### src/rtl/mdio_gw_pkg.sv
package mdio_gw_pkg;

  localparam int FRAME_BITS = 64;
  localparam int IDX_W      = $clog2(FRAME_BITS);
  localparam int TA_IDX     = 46;
  localparam int DATA_IDX   = 48;
  localparam int CNT_W      = 9;

  localparam int BUSY_BIT   = 30;
  localparam logic [1:0] OP_READ = 2'd2;

  // last phase of one MDC period: 2*(p+1)-1
  function automatic logic [CNT_W-1:0] period_last(logic [7:0] p);
    return {p, 1'b1};
  endfunction

  // a phase point beyond the period end collapses onto the last phase
  function automatic logic [CNT_W-1:0] clamp_point(logic [7:0] pt, logic [CNT_W-1:0] last);
    return ({1'b0, pt} > last) ? last : {1'b0, pt};
  endfunction

  function automatic logic gw_is_read(logic [31:0] gw);
    return gw[27:26] == OP_READ;
  endfunction

  function automatic logic [FRAME_BITS-1:0] build_frame(logic [31:0] gw);
    logic rd;
    rd = gw_is_read(gw);
    return {32'hFFFF_FFFF, 1'b0, gw[28], gw[27:26], gw[25:21], gw[20:16],
            (rd ? 2'b11 : 2'b10), (rd ? 16'hFFFF : gw[15:0])};
  endfunction

  function automatic logic [31:0] cfg_pack(logic [7:0] out_pt, logic [7:0] in_pt,
                                           logic [7:0] period, logic [7:0] pads);
    return {out_pt, in_pt, period, pads};
  endfunction

endpackage

### src/rtl/mdio_gw_regs.sv
module mdio_gw_regs
  import mdio_gw_pkg::*;
#(
  parameter int          ADDR_W  = 3,
  parameter int          GW_OFF  = 0,
  parameter int          CFG_OFF = 4,
  parameter logic [31:0] CFG_RST = 32'h0
) (
  input  logic              clk,
  input  logic              rst_n,
  input  logic              wr_en,
  input  logic [ADDR_W-1:0] addr,
  input  logic [31:0]       wr_data,
  input  logic              frame_done,
  input  logic [15:0]       rd_word,
  output logic [31:0]       gw_q,
  output logic [31:0]       cfg_q,
  output logic [31:0]       rd_data,
  output logic              busy,
  output logic              gw_sel,
  output logic              abort
);

  localparam logic [ADDR_W-1:0] GW_A  = ADDR_W'(GW_OFF);
  localparam logic [ADDR_W-1:0] CFG_A = ADDR_W'(CFG_OFF);

  assign gw_sel = wr_en && (addr == GW_A);
  assign abort  = gw_sel && (wr_data == 32'h0);
  assign busy   = gw_q[BUSY_BIT];

  always_ff @(posedge clk or negedge rst_n) begin
    if (!rst_n) begin
      gw_q  <= '0;
      cfg_q <= CFG_RST;
    end else begin
      if (abort) begin
        gw_q <= '0;
      end else if (frame_done) begin
        gw_q[BUSY_BIT] <= 1'b0;
        if (gw_is_read(gw_q)) gw_q[15:0] <= rd_word;
      end else if (gw_sel && !busy) begin
        gw_q <= wr_data;
      end
      if (wr_en && (addr == CFG_A)) cfg_q <= wr_data;
    end
  end

  always_comb begin
    rd_data = '0;
    if (addr == GW_A)  rd_data = gw_q;
    if (addr == CFG_A) rd_data = cfg_q;
  end

endmodule

### src/rtl/mdio_clk_div.sv
module mdio_clk_div
  import mdio_gw_pkg::*;
(
  input  logic        clk,
  input  logic        rst_n,
  input  logic        run,
  input  logic [31:0] cfg_q,
  output logic        mdc,
  output logic        launch_stb,
  output logic        sample_stb,
  output logic        bit_end
);

  logic [CNT_W-1:0] cnt;
  logic [CNT_W-1:0] last;
  logic [7:0]       half_m1;

  assign half_m1    = cfg_q[15:8];
  assign last       = period_last(half_m1);
  assign bit_end    = run && (cnt >= last);
  assign launch_stb = run && (cnt == clamp_point(cfg_q[31:24], last));
  assign sample_stb = run && (cnt == clamp_point(cfg_q[23:16], last));
  assign mdc        = run && (cnt > {1'b0, half_m1});

  always_ff @(posedge clk or negedge rst_n) begin
    if (!rst_n)                 cnt <= '0;
    else if (!run || bit_end)   cnt <= '0;
    else                        cnt <= cnt + 1'b1;
  end

endmodule

### src/rtl/mdio_frame_seq.sv
module mdio_frame_seq
  import mdio_gw_pkg::*;
(
  input  logic             clk,
  input  logic             rst_n,
  input  logic             run,
  input  logic             launch_stb,
  input  logic             sample_stb,
  input  logic             bit_end,
  input  logic [31:0]      gw_q,
  input  logic             mdio_i,
  output logic             mdio_o,
  output logic             mdio_oe,
  output logic [IDX_W-1:0] bit_idx,
  output logic             frame_done,
  output logic             frame_is_read,
  output logic [15:0]      rd_word
);

  localparam logic [IDX_W-1:0] LAST_IDX = IDX_W'(FRAME_BITS - 1);
  localparam logic [IDX_W-1:0] TA_I     = IDX_W'(TA_IDX);
  localparam logic [IDX_W-1:0] DATA_I   = IDX_W'(DATA_IDX);

  logic [FRAME_BITS-1:0] frame;
  logic                  o_q, oe_q;
  logic [15:0]           cap_q;
  logic                  take;

  assign frame         = build_frame(gw_q);
  assign frame_is_read = gw_is_read(gw_q);
  assign frame_done    = run && bit_end && (bit_idx == LAST_IDX);
  assign take          = sample_stb && (bit_idx >= DATA_I);
  // bypass so a sample on the final phase still reaches the register
  assign rd_word       = take ? {cap_q[14:0], mdio_i} : cap_q;
  assign mdio_o        = run ? o_q : 1'b1;
  assign mdio_oe       = run && oe_q;

  always_ff @(posedge clk or negedge rst_n) begin
    if (!rst_n) begin
      bit_idx <= '0;
      o_q     <= 1'b1;
      oe_q    <= 1'b0;
      cap_q   <= '0;
    end else if (!run) begin
      bit_idx <= '0;
      o_q     <= 1'b1;
      oe_q    <= 1'b0;
    end else begin
      if (bit_end) bit_idx <= bit_idx + 1'b1;
      if (take)    cap_q   <= {cap_q[14:0], mdio_i};
      if (frame_done) begin
        oe_q <= 1'b0;
      end else if (launch_stb) begin
        o_q  <= frame[LAST_IDX - bit_idx];
        oe_q <= !(frame_is_read && (bit_idx >= TA_I));
      end
    end
  end

endmodule

### src/rtl/mdio_gw_master.sv
module mdio_gw_master
  import mdio_gw_pkg::*;
#(
  parameter int ADDR_W     = 3,
  parameter int GW_OFFSET  = 0,
  parameter int CFG_OFFSET = 4,
  parameter int RST_PERIOD = 85,
  parameter int RST_IN_PT  = 6,
  parameter int RST_OUT_PT = 13
) (
  input  logic              clk,
  input  logic              rst_n,
  input  logic              wr_en,
  input  logic [ADDR_W-1:0] addr,
  input  logic [31:0]       wr_data,
  output logic [31:0]       rd_data,
  output logic              mdc,
  output logic              mdio_o,
  output logic              mdio_oe,
  input  logic              mdio_i
);

  localparam logic [31:0] CFG_RST = cfg_pack(8'(RST_OUT_PT), 8'(RST_IN_PT),
                                             8'(RST_PERIOD), 8'h15);

  logic [31:0]      gw_q, cfg_q;
  logic             busy, gw_sel, abort;
  logic             launch_stb, sample_stb, bit_end;
  logic             frame_done, frame_is_read;
  logic [IDX_W-1:0] bit_idx;
  logic [15:0]      rd_word;

  mdio_gw_regs #(
    .ADDR_W(ADDR_W), .GW_OFF(GW_OFFSET), .CFG_OFF(CFG_OFFSET), .CFG_RST(CFG_RST)
  ) u_regs (
    .clk(clk), .rst_n(rst_n), .wr_en(wr_en), .addr(addr), .wr_data(wr_data),
    .frame_done(frame_done), .rd_word(rd_word), .gw_q(gw_q), .cfg_q(cfg_q),
    .rd_data(rd_data), .busy(busy), .gw_sel(gw_sel), .abort(abort)
  );

  mdio_clk_div u_div (
    .clk(clk), .rst_n(rst_n), .run(busy), .cfg_q(cfg_q), .mdc(mdc),
    .launch_stb(launch_stb), .sample_stb(sample_stb), .bit_end(bit_end)
  );

  mdio_frame_seq u_seq (
    .clk(clk), .rst_n(rst_n), .run(busy), .launch_stb(launch_stb),
    .sample_stb(sample_stb), .bit_end(bit_end), .gw_q(gw_q), .mdio_i(mdio_i),
    .mdio_o(mdio_o), .mdio_oe(mdio_oe), .bit_idx(bit_idx),
    .frame_done(frame_done), .frame_is_read(frame_is_read), .rd_word(rd_word)
  );

endmodule

### config.mk
export PLATFORM = sky130hd
export DESIGN_NAME = mdio_gw_master
export DESIGN_NICKNAME = d
export VERILOG_FILES = /design/src/rtl/mdio_gw_pkg.sv /design/src/rtl/mdio_gw_regs.sv /design/src/rtl/mdio_clk_div.sv /design/src/rtl/mdio_frame_seq.sv /design/src/rtl/mdio_gw_master.sv
export SDC_FILE = /design/constraint.sdc
export NUM_CORES = 1
export LEC_CHECK = 0
export BUFFER_PORTS_ARGS = -buffer_cell sky130_fd_sc_hd__buf_4
export CAP_MARGIN = 20
export CORE_MARGIN = 2
export CORE_UTILIZATION = 59
export CTS_BUF_LIST = sky130_fd_sc_hd__clkbuf_8 sky130_fd_sc_hd__clkbuf_16
export DETAILED_ROUTE_END_ITERATION = 10
export GPL_ROUTABILITY_DRIVEN = 0
export PLACE_DENSITY = 0.81
export SLEW_MARGIN = 5
export SYNTH_ARGS = -nofsm -noshare
export SYNTH_HDL_FRONTEND = slang
export SYNTH_HIERARCHICAL = 1
export SYNTH_SLANG_ARGS = --single-unit
### constraint.sdc
create_clock -name clk -period 4.9 [get_ports clk]
set_clock_uncertainty 0.15 [all_clocks]
set_input_delay 0.49 -clock clk [delete_from_list [all_inputs] [get_ports clk]]
set_output_delay 0.49 -clock clk [all_outputs]
set_load 0.02 [all_outputs]
==> flow_metrics.tcl <==
set metrics [dict create \
    worstMarginPinSlew_ps 1020 \
    first_pass_iters 5 \
    rsz0062_at_grt "no" \
    cts.repair.resized 0 \
    finalMaxSlewViolations 0 \
    drtAntennaViolNets 0 \
    cp.arrival_ps 4450 \
    maxCapViolCount 0 \
    netlist_area_sq_um 6260 \
    crit_path_end_kind "register" \
    cts.sinks 97 \
    cp_max_fo 32 \
    dieArea_sq_um 11500 \
    num_antenna_cells 0 \
    cp-startpoint "u_regs/cfg_q[8]$_DFFE_PN1P_" \
    post_cts.repair.setup_buffers 0 \
    root_buffer "clkbuf_8" \
    syn_inst 573 \
    cts_tree "yes" \
    p_per_area_nw_per_um2 394 \
    drive_gt1_frac 0.262 \
    wl_per_cell_microns 21.5 \
    cts_buffers 9 \
    ctsHoldBuffers 0 \
    vias 5073 \
    vias_per_cell 6.59 \
    irDropWorstVdd_mv 0.216 \
    rows 37 \
    setup_viol 0 \
    final_util 0.685 \
    final_nets 700 \
    whs_ps -13.1 \
    avgSynthCellArea_sq_um 10.9 \
    max_clock_freq_mhz 232 \
    clock_path_buffers 2 \
    dieHeight_microns 107 \
    yosysWarnings 6 \
    drt-initial-drc-count 405 \
    initial_utilization 0.606 \
    worst_slew_margin_rel 0.322 \
    ios 74 \
    core-area_sq_um 10300 \
    grt_max_degree 54 \
    violations "hold timing" \
    clk-insertion-delay-late_ps 380 \
    grt_pass1_vias 5123 \
    finalSetupTns_ps 0 \
    reg2reg_from "u_regs/cfg_q[8]$_DFFE_PN1P_" \
    outcome "finished with violations" \
    grt_pass1_wl_microns 27000 \
    clk_pin_slew_ps 100 \
    cp.required_ps 5030 \
    synthToLayoutAreaGrowth_pct 12.9 \
    min_period_ps 4320 \
    grt_use_total 0.303 \
    detailed_place_hpwl_microns 11900 \
    fillers 776 \
    synth_fp_nets 644 \
    worst_hold_path_type "input port to async pin" \
    drcViolationCount 0 \
    fin_crit_sh 0.881 \
    hold_violations 18 \
    overflow 0 \
    totalWireLength_microns 16600 \
    cts_max_level 3 \
    leakage_nw 3.29 \
    die_w_microns 107 \
    portBuffers 73 \
    crit_type "register to register" \
    cp-start-kind "register" \
    antenna_found_initial 0 \
]
==> critical path, cell delays in order, from the launching register on <==
cell and delay [ps]:
dfstp_2 600, inv_1 110, ha_1 300, a21o_1 100, a21o_1 110, a21oi_1 90
o21ai_0 220, a211oi_1 170, nor2b_1 370, nand4_1 280, nor3_2 310, buf_4 400
nand3b_1 190, o31ai_4 80, buf_4 350, nor2_1 90, a211oi_1 270
==> layout make-up <==
class                   instances  area, sq um  area share
multi-input cells             418         3520       0.498
flip-flops and latches         97         2440       0.346
repair buffers                 81          628      0.0889
well taps                     136          170      0.0241
clock buffers                  10          138      0.0195
clock inverters                 6         88.8      0.0126
inverters                      22         82.6      0.0117
==> flip-flops by register name, indices dropped and copies added, names as in the netlist <==
register / count
u_regs/gw_q: 32
u_seq/o_q: 1
u_seq/bit_idx: 6
u_seq/cap_q: 16
u_regs/cfg_q: 32
u_div/cnt: 9
u_seq/oe_q: 1
==> cells in the final DEF, fill, tap and decap left out, types with 3 or more instances in the layout <==
master	n
nor2b_1	7
mux2_2	39
mux4_1	4
nand2_1	20
a21oi_1	14
inv_1	23
o21ai_0	12
mux2i_1	40
dfstp_2	13
nor4_1	11
o22ai_1	4
xnor2_1	12
buf_4	80
nor3_1	11
a21o_1	7
a22o_1	33
nand3_1	8
o2111ai_1	3
clkbuf_8	10
nand4_1	9
xor2_1	8
a211oi_1	18
and2_1	7
mux2_1	28
dfrtp_1	84
nor2_1	46
ha_1	32
==> worst paths after layout <==
| path | to | slack [ps] | cells past startpoint |
|---|---|---|---|
| min in group clk | u_regs/cfg_q[3]$_DFFE_PN0P_ | 200 | 2 |
| worst min register to register | u_regs/cfg_q[7]$_DFFE_PN0P_ | 350 | 1 |
| worst max-delay path | u_regs/gw_q[7]$_DFFE_PN0P_ | 580 | 16 |
| worst min-delay path | u_div/cnt[3]$_DFF_PN0_ | -10 | 1 |
| worst max register to register | u_regs/gw_q[7]$_DFFE_PN0P_ | 580 | 16 |
| max in group asynchronous | u_seq/cap_q[0]$_DFFE_PN0P_ | 3600 | 2 |
==> where the power goes <==
part | switching (mW) | internal [mW] | total [mW]
registers | 0.242 | 0.989 | 1.23
clock network | 0.287 | 0.303 | 0.591
logic | 0.515 | 0.445 | 0.960
total | 1.04 | 1.74 | 2.78
==> per-stage QoR <==
stage	setup WS [ps]	total power [mW]	cells	cell area, sq um
2_1_floorplan	1400	1.86	573	6260
3_5_place_dp	751	2.17	754	6840
5_1_grt	375	2.93	770	7070
4_1_cts	685	2.75	770	7070
3_3_place_gp	777	2.12	753	6810
6_report	583	2.78	770	7070
==> metal layers <==
| layer | GRT usage | vias up | part of all wire |
|---|---|---|---|
| li1 | - | 2254 | - |
| met1 | 0.410 | 2491 | 0.41 |
| met2 | 0.496 | 273 | 0.47 |
| met3 | 0.0419 | 55 | 0.081 |
| met4 | 0.120 | 0 | 0.030 |
| met5 | 0 | - | 0 |
No activity file was read; power rests on OpenSTA's default activity.
